### config.mk
export PLATFORM = sky130hd
export DESIGN_NAME = mphy_rx_port
export DESIGN_NICKNAME = d
export VERILOG_FILES = /design/src/rtl/mphy_rx_pkg.sv /design/src/rtl/mphy_cell_store.sv /design/src/rtl/mphy_bus_ctrl.sv /design/src/rtl/mphy_rx_port.sv
export SDC_FILE = /design/constraint.sdc
export NUM_CORES = 2
export LEC_CHECK = 0
export BUFFER_PORTS_ARGS = -buffer_cell sky130_fd_sc_hd__buf_2
export CAP_MARGIN = 20
export CORE_MARGIN = 8
export CORE_UTILIZATION = 40
export CTS_BUF_LIST = sky130_fd_sc_hd__clkbuf_8
export DETAILED_ROUTE_END_ITERATION = 7
export GPL_TIMING_DRIVEN = 0
export PLACE_DENSITY = 0.63
export SLEW_MARGIN = 20
export SYNTH_ARGS = -nofsm -noshare
export SYNTH_HDL_FRONTEND = slang
export SYNTH_SLANG_ARGS = --single-unit
### constraint.sdc
create_clock -name clk -period 4.1 [get_ports clk]
set_clock_uncertainty 0.15 [all_clocks]
set_input_delay 0.41 -clock clk [delete_from_list [all_inputs] [get_ports clk]]
set_output_delay 0.41 -clock clk [all_outputs]
set_load 0.05 [all_outputs]
### src/rtl/mphy_rx_pkg.sv
package mphy_rx_pkg;
  localparam int CELL_BYTES = 53;
  localparam int ADDR_W     = 5;
  localparam int BYTE_W     = 8;
  localparam int NPORT      = 2;
  localparam int OFF_W      = $clog2(CELL_BYTES);
  localparam int PIDX_W     = (NPORT > 1) ? $clog2(NPORT) : 1;

  typedef logic [OFF_W-1:0] off_t;

  // final byte position of a cell
  function automatic logic off_last(off_t o);
    return o == off_t'(CELL_BYTES - 1);
  endfunction

  // next byte position, wrapping to zero after the final byte
  function automatic off_t off_step(off_t o);
    return off_last(o) ? '0 : o + off_t'(1);
  endfunction
endpackage

### src/rtl/mphy_cell_store.sv
module mphy_cell_store
  import mphy_rx_pkg::*;
#(
  parameter  int NCELLS = 2,
  localparam int CNT_W  = $clog2(NCELLS + 1)
) (
  input  logic              clk,
  input  logic              rst_n,
  input  logic              fill_valid,
  input  logic [BYTE_W-1:0] fill_data,
  output logic              fill_ready,
  input  logic              rd_en,
  output logic [BYTE_W-1:0] rd_byte,
  output logic              rd_first,
  output logic              rd_done,
  output logic              wr_done,
  output logic              cell_avail,
  output logic [CNT_W-1:0]  cell_cnt
);
  localparam int PTR_W = (NCELLS > 1) ? $clog2(NCELLS) : 1;
  localparam int DEPTH = NCELLS * CELL_BYTES;
  localparam int IDX_W = $clog2(DEPTH);

  logic [BYTE_W-1:0] mem [DEPTH];
  logic [PTR_W-1:0]  wr_ptr, rd_ptr;
  off_t              wr_off, rd_off;
  logic              push;

  function automatic logic [PTR_W-1:0] ptr_step(logic [PTR_W-1:0] p);
    return (p == PTR_W'(NCELLS - 1)) ? '0 : p + PTR_W'(1);
  endfunction

  function automatic logic [IDX_W-1:0] flat_idx(logic [PTR_W-1:0] p, off_t o);
    return IDX_W'(int'(p) * CELL_BYTES + int'(o));
  endfunction

  assign fill_ready = cell_cnt < CNT_W'(NCELLS);
  assign push       = fill_valid && fill_ready;
  assign wr_done    = push && off_last(wr_off);
  assign rd_done    = rd_en && off_last(rd_off);
  assign cell_avail = cell_cnt != '0;
  assign rd_byte    = mem[flat_idx(rd_ptr, rd_off)];
  assign rd_first   = rd_off == '0;

  always_ff @(posedge clk) begin
    if (push) mem[flat_idx(wr_ptr, wr_off)] <= fill_data;
  end

  always_ff @(posedge clk) begin
    if (!rst_n) begin
      wr_ptr   <= '0;
      rd_ptr   <= '0;
      wr_off   <= '0;
      rd_off   <= '0;
      cell_cnt <= '0;
    end else begin
      if (push) begin
        wr_off <= off_step(wr_off);
        if (wr_done) wr_ptr <= ptr_step(wr_ptr);
      end
      if (rd_en) begin
        rd_off <= off_step(rd_off);
        if (rd_done) rd_ptr <= ptr_step(rd_ptr);
      end
      case ({wr_done, rd_done})
        2'b10:   cell_cnt <= cell_cnt + CNT_W'(1);
        2'b01:   cell_cnt <= cell_cnt - CNT_W'(1);
        default: cell_cnt <= cell_cnt;
      endcase
    end
  end
endmodule

### src/rtl/mphy_bus_ctrl.sv
module mphy_bus_ctrl
  import mphy_rx_pkg::*;
(
  input  logic                    clk,
  input  logic                    rst_n,
  input  logic [ADDR_W-1:0]       rx_addr,
  input  logic                    rx_enb_n,
  input  logic [NPORT*ADDR_W-1:0] port_addr,
  input  logic [NPORT-1:0]        cell_avail,
  output logic                    poll_hit,
  output logic                    poll_avail,
  output logic                    sel_commit,
  output logic                    xfer,
  output logic [NPORT-1:0]        rd_en,
  output logic [PIDX_W-1:0]       act_idx
);
  logic              hit;
  logic [PIDX_W-1:0] hit_idx;
  logic              prev_enb_n, prev_hit;
  logic [PIDX_W-1:0] prev_idx;
  logic              sel_v;
  logic [PIDX_W-1:0] sel_idx;
  logic              act_v;

  // lowest index wins, so the fast port takes priority on equal addresses
  always_comb begin
    hit     = 1'b0;
    hit_idx = '0;
    for (int p = NPORT - 1; p >= 0; p--) begin
      if (rx_addr == port_addr[p*ADDR_W +: ADDR_W]) begin
        hit     = 1'b1;
        hit_idx = PIDX_W'(p);
      end
    end
  end

  assign poll_hit   = !rx_enb_n && hit;
  assign poll_avail = cell_avail[hit_idx];
  assign sel_commit = !rx_enb_n && prev_enb_n;
  assign act_v      = sel_commit ? prev_hit : sel_v;
  assign act_idx    = sel_commit ? prev_idx : sel_idx;
  assign xfer       = !rx_enb_n && act_v && cell_avail[act_idx];

  always_comb begin
    rd_en = '0;
    rd_en[act_idx] = xfer;
  end

  always_ff @(posedge clk) begin
    if (!rst_n) begin
      prev_enb_n <= 1'b1;
      prev_hit   <= 1'b0;
      prev_idx   <= '0;
      sel_v      <= 1'b0;
      sel_idx    <= '0;
    end else begin
      prev_enb_n <= rx_enb_n;
      prev_hit   <= hit;
      prev_idx   <= hit_idx;
      if (sel_commit) begin
        sel_v   <= prev_hit;
        sel_idx <= prev_idx;
      end
    end
  end
endmodule

### src/rtl/mphy_rx_port.sv
module mphy_rx_port
  import mphy_rx_pkg::*;
#(
  parameter int NCELLS = 2
) (
  input  logic                    clk,
  input  logic                    rst_n,
  input  logic [ADDR_W-1:0]       cfg_addr_fast,
  input  logic [ADDR_W-1:0]       cfg_addr_intl,
  input  logic [NPORT-1:0]        fill_valid,
  input  logic [NPORT*BYTE_W-1:0] fill_data,
  output logic [NPORT-1:0]        fill_ready,
  input  logic [ADDR_W-1:0]       rx_addr,
  input  logic                    rx_enb_n,
  output logic                    rx_clav,
  output logic                    rx_clav_oe,
  output logic [BYTE_W-1:0]       rx_data,
  output logic                    rx_soc,
  output logic                    rx_data_oe
);
  localparam int CNT_W = $clog2(NCELLS + 1);

  logic [BYTE_W-1:0]      st_byte [NPORT];
  logic [NPORT-1:0]       st_first, st_avail, rd_en, rd_done, wr_done;
  logic [NPORT*CNT_W-1:0] cnt_bus;
  logic                   poll_hit, poll_avail, sel_commit, xfer;
  logic [PIDX_W-1:0]      act_idx;

  for (genvar p = 0; p < NPORT; p++) begin : g_port
    mphy_cell_store #(.NCELLS(NCELLS)) u_store (
      .clk        (clk),
      .rst_n      (rst_n),
      .fill_valid (fill_valid[p]),
      .fill_data  (fill_data[p*BYTE_W +: BYTE_W]),
      .fill_ready (fill_ready[p]),
      .rd_en      (rd_en[p]),
      .rd_byte    (st_byte[p]),
      .rd_first   (st_first[p]),
      .rd_done    (rd_done[p]),
      .wr_done    (wr_done[p]),
      .cell_avail (st_avail[p]),
      .cell_cnt   (cnt_bus[p*CNT_W +: CNT_W])
    );
  end

  mphy_bus_ctrl u_ctrl (
    .clk        (clk),
    .rst_n      (rst_n),
    .rx_addr    (rx_addr),
    .rx_enb_n   (rx_enb_n),
    .port_addr  ({cfg_addr_intl, cfg_addr_fast}),
    .cell_avail (st_avail),
    .poll_hit   (poll_hit),
    .poll_avail (poll_avail),
    .sel_commit (sel_commit),
    .xfer       (xfer),
    .rd_en      (rd_en),
    .act_idx    (act_idx)
  );

  always_ff @(posedge clk) begin
    if (!rst_n) begin
      rx_clav    <= 1'b0;
      rx_clav_oe <= 1'b0;
      rx_data    <= '0;
      rx_soc     <= 1'b0;
      rx_data_oe <= 1'b0;
    end else begin
      rx_clav_oe <= poll_hit;
      rx_clav    <= poll_hit && poll_avail;
      rx_data_oe <= xfer;
      rx_soc     <= xfer && st_first[act_idx];
      if (xfer) rx_data <= st_byte[act_idx];
    end
  end
endmodule

==> load_flow_metrics.sql <==
INSERT INTO impl_metrics (metric_group, metric, value, unit) VALUES
('route', 'met1Wirelength', '71900', 'um'),
('floorplanning', 'die_y', '432', 'um'),
('sta', 'setup_viol', '0', ''),
('route', 'detail_route.wl_per_cell', '28.7', 'um'),
('global_routing', 'antenna_found_initial', '4', ''),
('route', 'dr.pass1.iters', '6', ''),
('pwr', 'static_leakage', '24.7', 'nW'),
('synth', 'async_flop_share', '0', '%'),
('global_routing', 'grt_first_pass_wirelength', '262000', 'um'),
('critical_path', 'crit_path_max_fanout', '10', ''),
('route', 'routed-wl-met2', '87800', 'um'),
('final_layout', 'instances_no_fill', '6390', ''),
('place', 'placed_area', '72800', 'um^2'),
('route', 'drtIter0Drc', '4271', ''),
('critical_path', 'worst_ep_arrival_time', '4800', 'ps'),
('synth', 'synth_area_in_adders', '0.542', '%'),
('critical_path', 'critical_path.endpoint_type', 'flip-flop', ''),
('cts', 'cts-root-to-sink-buffers', '4', ''),
('sta', 'grt_setup_unrepaired', 'yes', ''),
('critical_path', 'worstPathRequired', '4810', 'ps'),
('sta', 'min_period', '4090', 'ps'),
('min_path', 'worstHoldPathType', 'in2reg', ''),
('synth', 'yosys.cell_types.count', '63', ''),
('run_status', 'run_status', 'finished, final reports clean', ''),
('cts', 'cts.htree.levels', '5', ''),
('sta', 'tightestPinTransition', '1300', 'ps'),
('critical_path', 'worst_r2r_path_depth', '12', ''),
('pwr', 'power.density', '438', 'nW/um^2'),
('global_routing', 'overflow', '0', ''),
('cts', 'cts_inserted_buffers', '305', ''),
('final_layout', 'drive_above_1_share', '26.7', '%'),
('sta', 'max-slew-margin-rel', '13.2', '%'),
('synth', 'yosys_warnings', '0', ''),
('cts', 'cts_tree', 'yes', ''),
('floorplanning', 'rows', '152', ''),
('cts', 'clock_tree.root_cell', 'clkbuf_8', ''),
('floorplanning', 'coreArea', '172000', 'um^2'),
('final_layout', 'layout.cell_area.non_filler', '78800', 'um^2'),
('final_layout', 'finish.net_count', '3940', ''),
('floorplanning', 'die-area', '187000', 'um^2'),
('floorplanning', 'die_x', '432', 'um'),
('route', 'vias_per_cell', '5.66', ''),
('run', 'cap_viol_max_count', '0', ''),
('final_layout', 'syn_to_final_growth', '13.8', '%'),
('route', 'topRoutingLayerUsed', 'met4', ''),
('critical_path', 'critical_path.max_stage_delay', '640', 'ps'),
('sta', 'finalHoldViolCount', '0', ''),
('place', 'globalplace.congestion', '0.891', ''),
('critical_path', 'series_of_cell_instances_along_the_critical_path', 'ha_2, ha_2, buf_4, buf_6, buf_6, buf_4, mux4_2, mux2_2, a2111oi_0, o21ai_1, nand4_1, nand3_1', ''),
('sta', 'fmax', '0.245', 'GHz'),
('place', 'hpwlAfterDp', '119000', 'um'),
('global_routing', 'grtUsageTotal', '19.3', '%'),
('critical_path', 'cp_num_buf_inv', '4', ''),
('sta', 'min_period_over_period', '99.8', '%'),
('synth', 'dominant_combinational_cell_family_by_area_after_synthesis', 'multiplexers', ''),
('floorplanning', 'io_pins', '50', ''),
('synth', 'mappedNetlistArea', '69200', 'um^2'),
('place', 'placed_cells_incl_taps', '5844', ''),
('cts', 'insertion_delay', '1030', 'ps'),
('synth', 'number_of_instances_in_the_synthesized_netlist', '3469', ''),
('floorplanning', 'initial_utilization', '40.3', '%'),
('route', 'final_antenna_net_count', '0', ''),
('synth', 'yosys-mux-area-fraction', '16.2', '%'),
('place', 'portBuffers', '49', ''),
('min_path', 'number_of_cells_on_the_worst_hold_path', '5', ''),
('critical_path', 'critical_path_class', 'reg2reg', ''),
('sta', 'finalMaxSlewViolations', '0', ''),
('final_layout', 'fill_cells', '14400', ''),
('place', 'worst_setup_slack_post_dpl', '-711', 'ps'),
('synth', 'synth_sequential_area_ratio', '75.0', '%'),
('critical_path', 'critPathSlowestCell', 'a2111oi_0', '');
-- flip-flops by register name, indices dropped and copies added (netlist names) --
register / cells
g_port.u_store.rd_off: 12
rx_data_oe: 1
rx_clav_oe: 1
rx_data: 8
g_port.u_store.cell_cnt: 4
g_port.u_store.wr_off: 12
g_port.u_store.rd_ptr: 2
u_ctrl.sel_v: 1
u_ctrl.sel_idx: 1
u_ctrl.prev_hit: 1
g_port.u_store.mem: 1696
rx_soc: 1
u_ctrl.prev_idx: 1
rx_clav: 1
g_port.u_store.wr_ptr: 2
u_ctrl.prev_enb_n: 1
-- layout by cell type (no fill, tap or decap), types with 49 or more instances in the layout --
cell	synthesis	routed
nand2_1	240	240
mux2i_1	95	93
clkbuf_8	0	310
dfxtp_1	49	49
buf_2	80	83
clkinv_1	0	51
inv_1	15	121
edfxtp_1	1696	1696
buf_4	40	69
nand3_1	74	72
nor2_1	276	251
mux4_2	432	432
-- cell type report --
cell class,count,area (um^2),share of cell area (%)
flip-flops and latches,1745,51900,65.9
multi-input cells,1531,16500,21.0
clock buffers,310,4270,5.42
well taps,2310,2890,3.67
plain buffers,177,1110,1.41
repair buffers,99,1010,1.29
clock inverters,198,992,1.26
inverters,15,56.3,0.0715
diodes,5,12.5,0.0159
-- timing repair --
action	in CTS	in global routing
endpoints found under the setup margin	8	226
hold buffers	28	0
endpoints found under the hold margin	1566	0
resized for setup	57	61
buffers inserted	3	3
pin swaps	3	1
-- cell usage after synthesis (3+ instances only) --
master	number	area (um^2)
o22ai_1	12	75.1
a22oi_1	3	22.5
buf_4	40	300
nand4_1	23	144
nand2_1	240	901
nand3_1	74	370
nor3_1	16	80.1
o21bai_1	3	22.5
o31ai_1	3	22.5
mux2_2	35	394
o21ai_0	22	110
o311ai_0	3	26.3
a21oi_1	33	165
xnor2_1	31	272
mux2i_1	95	951
ha_1	30	375
nand2b_1	6	37.5
and2_1	20	125
mux4_2	432	9730
buf_6	4	45.0
inv_1	15	56.3
or3_1	4	25.0
a2111oi_0	3	26.3
a211oi_1	12	90.1
buf_2	80	400
o211ai_1	9	67.6
a31oi_1	22	138
a21o_1	4	30.0
a311o_1	5	50.1
xor2_1	26	228
buf_1	11	41.3
clkbuf_1	43	161
o41ai_1	4	35.0
a211o_1	4	35.0
a32oi_1	8	70.1
a311oi_1	5	43.8
o2111ai_1	7	61.3
nor2b_1	23	144
dfxtp_1	49	981
and3_1	8	50.1
mux4_1	4	105
nor2_1	276	1040
or2_2	3	18.8
edfxtp_1	1696	50900
-- layer usage --
layer  global-route usage (%)  vias up
li1                         -    15000
met1                     25.3    18900
met5                        0        -
met3                     4.53      445
met2                     31.2     1831
met4                     7.77        0
-- worst paths after layout --
| kind | slack [ps] | start | to |
|---|---|---|---|
| min reg2reg | 330 | rx_data[3]$_SDFFE_PN0P_ | rx_data[3]$_SDFFE_PN0P_ |
| max | 10 | g_port[0].u_store.rd_off[0]$_SDFFE_PN0P_ | rx_data[5]$_SDFFE_PN0P_ |
| min | 90 | fill_valid[1] | g_port[1].u_store.wr_off[0]$_SDFFE_PN0P_ |
| max reg2reg | 10 | g_port[0].u_store.rd_off[0]$_SDFFE_PN0P_ | rx_data[5]$_SDFFE_PN0P_ |
-- where the power goes --
part,switching [mW],internal (mW),leakage [nW],total [mW]
registers,0.0125,19.6,15.6,19.6
logic,0.430,0.133,6.02,0.564
clock network,6.89,7.41,3.08,14.3
-- cell families after synthesis --
logic type                 count (synthesis)
DFF                                     1745
and+or+nand+nor                          702
muxes                                    566
buffers and inverters                    193
AOI/OAI and AO/OA                        176
xor gates and xnor gates                  57
adders and majority gates                 30
-- per-stage QoR --
step / TNS, ps / util, % / total power, mW
after detailed placement: -4780 / 42.4 / 20.5
after floorplan: 0 / - / 20.1
after CTS: 0 / 45.8 / 34.7
final: 0 / 45.9 / 34.5
after global routing: -12250 / 45.9 / 35.5
after global placement: -5090 / 42.1 / 20.5
-- worst register-to-register path, stage by stage, from the launching register on --
cell and delay [ps]:
dfxtp_1 370, ha_2 260, ha_2 320, buf_4 270, buf_6 270, buf_6 260
buf_4 320, mux4_2 380, mux2_2 350, a2111oi_0 640, o21ai_1 110, nand4_1 190
nand3_1 90
Power figures use the tool's default switching activity.
